### src/rtl/pfd_pkg.sv
package pfd_pkg;

    // Pair of pump commands produced by one up/down decision
    typedef struct packed {
        logic up;
        logic dn;
    } pump_cmd_t;

    localparam int unsigned DEFAULT_MIN_OVERLAP = 2;

    // Pass a command pair only when the enable is set
    function automatic pump_cmd_t gate_cmd(pump_cmd_t c, logic en);
        pump_cmd_t r;
        r.up = c.up & en;
        r.dn = c.dn & en;
        return r;
    endfunction

    // One side active without the other: the phase error window
    function automatic logic error_window(pump_cmd_t c);
        return c.up ^ c.dn;
    endfunction

    // Neither side active
    function automatic logic cmd_idle(pump_cmd_t c);
        return ~(c.up | c.dn);
    endfunction

endpackage

### src/rtl/pfd_edge_capture.sv
module pfd_edge_capture #(
    parameter int unsigned CHANNELS = 2
) (
    input  logic                clk,
    input  logic                rst,
    input  logic [CHANNELS-1:0] sig_in,
    output logic [CHANNELS-1:0] rise
);
    // Keeps tracking its inputs during power-down, so no stale edge is replayed on wake-up
    logic [CHANNELS-1:0] prev_q;

    for (genvar i = 0; i < CHANNELS; i++) begin : g_chan
        always_ff @(posedge clk) begin
            if (rst) prev_q[i] <= 1'b0;
            else     prev_q[i] <= sig_in[i];
        end
        assign rise[i] = sig_in[i] & ~prev_q[i];
    end
endmodule

### src/rtl/pfd_core.sv
module pfd_core
    import pfd_pkg::*;
#(
    parameter int unsigned MIN_OVERLAP = DEFAULT_MIN_OVERLAP
) (
    input  logic      clk,
    input  logic      rst,
    input  logic      pwr_dn,
    input  logic      ref_rise,
    input  logic      div_rise,
    output pump_cmd_t state
);
    localparam int unsigned OV_W = (MIN_OVERLAP < 2) ? 1 : $clog2(MIN_OVERLAP + 1);
    localparam logic [OV_W-1:0] OV_LAST = OV_W'(MIN_OVERLAP - 1);

    pump_cmd_t       st_q;
    logic [OV_W-1:0] ov_q;
    logic            both;
    logic            clr;

    // Release is timed from the pump commands themselves: the dead-zone feedback path
    assign both = st_q.up & st_q.dn;
    assign clr  = both & (ov_q == OV_LAST);

    always_ff @(posedge clk) begin
        if (rst || pwr_dn) begin
            st_q <= '0;
            ov_q <= '0;
        end else begin
            st_q.up <= ref_rise | (st_q.up & ~clr);
            st_q.dn <= div_rise | (st_q.dn & ~clr);
            ov_q    <= (both && !clr) ? ov_q + 1'b1 : '0;
        end
    end

    assign state = st_q;
endmodule

### src/rtl/pfd_fast_retime.sv
module pfd_fast_retime
    import pfd_pkg::*;
(
    input  logic      clk,
    input  logic      rst,
    input  logic      pwr_dn,
    input  logic      fast_req,
    input  pump_cmd_t state,
    output logic      fast_en
);
    logic en_q;

    // Sample the request only between comparison events
    always_ff @(posedge clk) begin
        if (rst || pwr_dn)       en_q <= 1'b0;
        else if (cmd_idle(state)) en_q <= fast_req;
    end

    assign fast_en = en_q;
endmodule

### src/rtl/pfd_lock_drive.sv
module pfd_lock_drive
    import pfd_pkg::*;
(
    input  pump_cmd_t cmd,
    input  logic      lock_dis,
    input  logic      pwr_dn,
    output logic      lock_n
);
    always_comb begin
        lock_n = 1'b1;
        if (!lock_dis && !pwr_dn && error_window(cmd)) lock_n = 1'b0;
    end
endmodule

### src/rtl/pfd_dual_pump.sv
module pfd_dual_pump
    import pfd_pkg::*;
#(
    parameter int unsigned MIN_OVERLAP = DEFAULT_MIN_OVERLAP
) (
    input  logic clk,
    input  logic rst,
    input  logic ref_in,
    input  logic div_in,
    input  logic fast_req,
    input  logic lock_dis,
    input  logic pwr_dn,
    output logic slow_up,
    output logic slow_dn,
    output logic fast_up,
    output logic fast_dn,
    output logic lock_n
);
    localparam int unsigned N_IN = 2;

    logic [N_IN-1:0] rise;
    pump_cmd_t       state;
    pump_cmd_t       slow_cmd;
    pump_cmd_t       fast_cmd;
    logic            fast_en;

    pfd_edge_capture #(.CHANNELS(N_IN)) u_edges (
        .clk    (clk),
        .rst    (rst),
        .sig_in ({div_in, ref_in}),
        .rise   (rise)
    );

    pfd_core #(.MIN_OVERLAP(MIN_OVERLAP)) u_core (
        .clk      (clk),
        .rst      (rst),
        .pwr_dn   (pwr_dn),
        .ref_rise (rise[0]),
        .div_rise (rise[1]),
        .state    (state)
    );

    pfd_fast_retime u_fast (
        .clk      (clk),
        .rst      (rst),
        .pwr_dn   (pwr_dn),
        .fast_req (fast_req),
        .state    (state),
        .fast_en  (fast_en)
    );

    assign slow_cmd = gate_cmd(state, ~pwr_dn);
    assign fast_cmd = gate_cmd(slow_cmd, fast_en);

    pfd_lock_drive u_lock (
        .cmd      (slow_cmd),
        .lock_dis (lock_dis),
        .pwr_dn   (pwr_dn),
        .lock_n   (lock_n)
    );

    assign slow_up = slow_cmd.up;
    assign slow_dn = slow_cmd.dn;
    assign fast_up = fast_cmd.up;
    assign fast_dn = fast_cmd.dn;
endmodule

### config.mk
export PLATFORM = sky130hd
export DESIGN_NAME = pfd_dual_pump
export DESIGN_NICKNAME = d
export VERILOG_FILES = /design/src/rtl/pfd_pkg.sv /design/src/rtl/pfd_edge_capture.sv /design/src/rtl/pfd_core.sv /design/src/rtl/pfd_fast_retime.sv /design/src/rtl/pfd_lock_drive.sv /design/src/rtl/pfd_dual_pump.sv
export SDC_FILE = /design/constraint.sdc
export NUM_CORES = 1
export LEC_CHECK = 0
export BUFFER_PORTS_ARGS = -buffer_cell sky130_fd_sc_hd__buf_2
export CAP_MARGIN = 15
export CORE_AREA = 3 3 40 42
export CTS_CLUSTER_SIZE = 12
export DETAILED_ROUTE_END_ITERATION = 12
export DIE_AREA = 0 0 43 45
export SKIP_LAST_GASP = 1
export SYNTH_ARGS = -nofsm -noshare
export SYNTH_HDL_FRONTEND = slang
export SYNTH_SLANG_ARGS = --single-unit
### constraint.sdc
create_clock -name clk -period 0.8 [get_ports clk]
set_input_delay 0.16 -clock clk [delete_from_list [all_inputs] [get_ports clk]]
set_output_delay 0.16 -clock clk [all_outputs]
set_load 0.02 [all_outputs]
* Word level (Yosys, flattened, before mapping)
Index checks and enable logic that the tools add are counted.
W data, S select, Z words.
** Storage, ports and cells
- Input port bits :: 7
- Logic and storage cells :: 36
- Register bits :: 7
** Cells by class
- Reductions and logical operators :: 8
- Muxes and demuxes :: 1
- Bitwise operators :: 19
- Equal/unequal tests :: 1
- Add/sub/neg operators :: 1
** Operators by type and width (number)
- $and A1 B1 Y1 :: 10
- $not A1 Y1 :: 5
- $logic_and A1 B1 Y1 :: 3
- $logic_not A1 Y1 :: 3
- $or A1 B1 Y1 :: 3
- $add A2 B1 Y2 const B :: 1
- $eq A2 B1 Y1 const B :: 1
- $reduce_or A2 Y1 :: 1
- $logic_or A1 B1 Y1 :: 1
- $mux W1 :: 1
- $xor A1 B1 Y1 :: 1

* Longest topological paths before layout
- Depth after elaboration :: 6
- Mapped depth :: 4
- Gate-level depth less buffers :: 4

* Modules after synthesis
From an unflattened synthesis, not the netlist that was laid out.
** Unflattened totals
- Cell total of the unflattened synthesis :: 31
- Area total of the unflattened synthesis :: 314.1 µm²
** By module, submodules not included
- pfd_core :: cells each 15, instances 1, area each 152.6 µm², seq. area each 80.1 µm²
- pfd_edge_capture :: cells each 6, instances 1, area each 70.1 µm², seq. area each 40.0 µm²
- pfd_fast_retime :: cells each 4, instances 1, area each 46.3 µm², seq. area each 20.0 µm²
- pfd_dual_pump :: cells each 4, instances 1, area each 30.0 µm², seq. area each 0.0 µm²
- pfd_lock_drive :: cells each 2, instances 1, area each 15.0 µm², seq. area each 0.0 µm²

* Worst setup path after synthesis
OpenSTA, ideal clock, no wires.
- Path type :: register to output
- From :: reg u_core.st_q (netlist bit u_core.state[1])
- To :: out fast_up
- Stages on the path, launching flop included :: 3
- Slack :: -427 ps
- Arrival :: 1067 ps
- Path buffers :: 0
- Path through :: dfxtp_1 -> nor2b_1 -> and2_1
** Between the ends
- Cells in the longest elaborated chain, start to end :: 2
** RTL lines
- start, declared :: line pfd_core.sv:16 : pump_cmd_t st_q;
- $and A1 B1 Y1 :: line pfd_pkg.sv:14 : r.up = c.up & en;
- net slow_up :: line pfd_dual_pump.sv:13 : output logic slow_up,
- $and A1 B1 Y1 :: line pfd_pkg.sv:14
- end, declared :: line pfd_dual_pump.sv:15 : output logic fast_up,
The timed path passes the listed nets, and every way through them passes these cells.

* Worst setup path in the final report
- From :: reg u_core.st_q (netlist bit u_core.state[1])
- To :: out lock_n
** Between the ends
- Cells in the longest elaborated chain, start to end :: 4
** RTL lines
- $and A1 B1 Y1 :: line pfd_pkg.sv:14
- $xor A1 B1 Y1 :: line pfd_pkg.sv:21 : return c.up ^ c.dn;
- $logic_and A1 B1 Y1 :: line pfd_lock_drive.sv:11 : if (!lock_dis && !pwr_dn && error_window(cmd)) lock_n = 1'b0;
- $mux W1 :: line pfd_lock_drive.sv:11
- end, declared :: line pfd_dual_pump.sv:17 : output logic lock_n
Every way passes these cells.

==> summary.txt <==
Post-Place Cells: 58
flip-flop and latch area: 150 µm²
total congestion overflow: 0
Synth area leader: dfxtp_1
fin cells: 68
total power: 795 µW
# fillers: 130
sequential fraction of the synthesis area: 0.479
Sw Ratio: 0.223
status: complete, but fails checks
layout cells sized above 1: 0.755
violated checks: setup timing
YS warnings: 0
Design Area, Final: 592 µm²
Crit. End Element: output pin
multi-input logic area: 231 µm²
peak supply drop: 0.000695 V
main flop type after synthesis: dfxtp_1
gr usage total: 0.0942
Worst Skew: 0.000360 ns
root buf cell: clkbuf_4
crit share post-route: 1.66
RSZ-0062 raised after global routing: true
CTS tree: done
combinational share of power: 0.157
final setup fails: 10
DRC Markers: 0
ys async rst share: 0
H-Tree Depth: 1
mean post-synth cell area: 9.76 µm²
# nets final: 62
DR iter-0 viols: 0
# diodes: 0
clock sinks: 7
Rel. slew slack: 0.777
max-slew violations: 0
initial antenna violation count: 0
max_cap viols: 0
commonest cells in the netlist: dfxtp_1, nor2b_1, a21oi_1
Mapped Cells: 30
register bit total from synthesis: 7
CP arrival: 1.17 ns
Least-Margin Pin Slew: 0.335 ns
Max Freq: 0.753 GHz
DP Area: 412 µm²
top cells by area, synth: dfxtp_1, nor2b_1, a21bo_2, a21oi_1, and2_1
die area: 1940 µm²
Reg power frac: 0.457
CTS buffer count: 3
sw power: 177 µW
area grow syn2layout: 102%
DR top layer: met3
Die X: 43 µm
drt wl/cell: 10.9 µm
row cnt: 13
Synthesized Nets: 38
final WL: 742 µm
EDFF count, synth: 0
met3 WL post-DR: 31 µm
most frequent cell after synthesis: dfxtp_1
critical path peak fanout: 2
min-delay worst type: in2reg
# IOs: 12
Initial Util: 0.228
Max Buffers Root-to-Sink: 2
internal power: 618 µW
first-pass GRT wire length: 1270 µm
top-area cell type share of the netlist area: 0.479
worst path required time: 0.64 ns
vias: 281
post-route minimum period: 1.33 ns
core area: 1280 µm²
synthesized area: 293 µm²
leakage: 0.246 nW
largest net degree at the start of global routing: 6
routed vias/inst: 4.13
IO Port Bufs: 11
M1 wire length: 265 µm
clock slew at reported path FFs: 0.05 ns
Clk Latency, worst-skew pair: 0.24 ns
vias in the first global route: 312
placer congestion estimate: 0.646
Netlist cell types: 15
Clk pwr share: 0.386
final hold vios: 0
final worst slack: -0.528 ns
CTS Hold Bufs: 0
CP Launch Type: flop
Power Density: 1340 nW/µm²
chip height: 45 µm
routed wl met2: 445 µm
number of nets with antenna violations after routing: 0
internal reg-to-reg setup slack: -0.31 ns
drt pass-1 iters: 1
class of the most critical setup path: reg2out
Detail Placement HPWL: 446 µm
-- path summary, 6_finish.rpt --
kind / to / cells after the start / startpoint
worst max-delay path: lock_n / 3 / u_core.state[1]$_SDFF_PP0_
worst min-delay path: u_edges.prev_q[1]$_SDFF_PP0_ / 2 / div_in
worst max register to register: u_fast.fast_en$_SDFFE_PP0N_ / 4 / u_core.state[1]$_SDFF_PP0_
worst min register to register: u_fast.fast_en$_SDFFE_PP0N_ / 2 / u_fast.fast_en$_SDFFE_PP0N_
-- power groups by stage --
stage          Sequential [mW]  Clock [mW]  Combinational [mW]
6_report                 0.363       0.307               0.125
5_1_grt                  0.364       0.354               0.135
4_1_cts                  0.363       0.328               0.113
3_5_place_dp             0.377           0              0.0827
3_3_place_gp             0.377           0              0.0818
2_1_floorplan            0.377           0              0.0443
-- layer usage --
layer,GRT usage,vias up
met5,0,-
met4,0.0542,0
met3,0.0279,0
met2,0.180,5
met1,0.0896,128
li1,-,148
-- logic make-up (layout without fill, tap and decap cells) --
kind of cell	count (synthesis)	count (layout)	synth area share
compound gates	6	6	0.137
flops	7	7	0.479
buf+inv	1	24	0.0128
xor+xnor	1	1	0.0299
simple gates	14	14	0.299
fa+ha+maj	1	1	0.0427
-- critical path, cell delays in order (launching register included) --
cell	delay (ns)
dfxtp_4	0.34
xnor2_1	0.11
or3_4	0.33
buf_6	0.14
-- cell type report --
type	count	share of cell area
clock buffers	4	0.0444
well taps	15	0.0317
flip-flops and latches	7	0.254
inverters	1	0.00634
multi-input cells	22	0.391
repair buffers	19	0.273
-- sequential cells by signal (all words and copies together), names as in the netlist --
name and count:
u_edges.prev_q 2, u_fast.fast_en 1, u_core.ov_q 2, u_core.state 2
-- cell usage in the layout (no fill, tap or decap), types with 2 or more instances in the layout --
| cell | instances |
|---|---|
| buf_2 | 6 |
| buf_6 | 9 |
| a21bo_2 | 2 |
| dfxtp_4 | 2 |
| dfxtp_2 | 2 |
| a21oi_2 | 2 |
| clkbuf_4 | 3 |
| dfxtp_1 | 3 |
| buf_4 | 4 |
| nor2b_4 | 2 |
| nor4_4 | 2 |
| nor2b_1 | 2 |
| nand2b_1 | 2 |
| and2_4 | 2 |
-- metrics by stage --
| step | hold WS [ns] | TNS, ns | util | setup WS (ns) |
|---|---|---|---|---|
| after global routing | 0.167 | -3.51 | 0.461 | -0.570 |
| after detailed placement | 0.394 | -1.46 | 0.320 | -0.285 |
| final | 0.146 | -3.05 | 0.461 | -0.528 |
| after global placement | 0.388 | -1.31 | 0.320 | -0.279 |
| after CTS | 0.136 | -2.90 | 0.432 | -0.525 |
| after floorplan | 0.232 | -0.544 | - | -0.159 |
-- timing repair --
item / CTS / global route
gates resized for setup: 24 / 4
endpoints found under the hold margin: 0 / 0
pin swaps: 6 / 3
buffers inserted: 4 / 2
endpoints found under the setup margin: 10 / 10
Power figures use the tool's default switching activity.
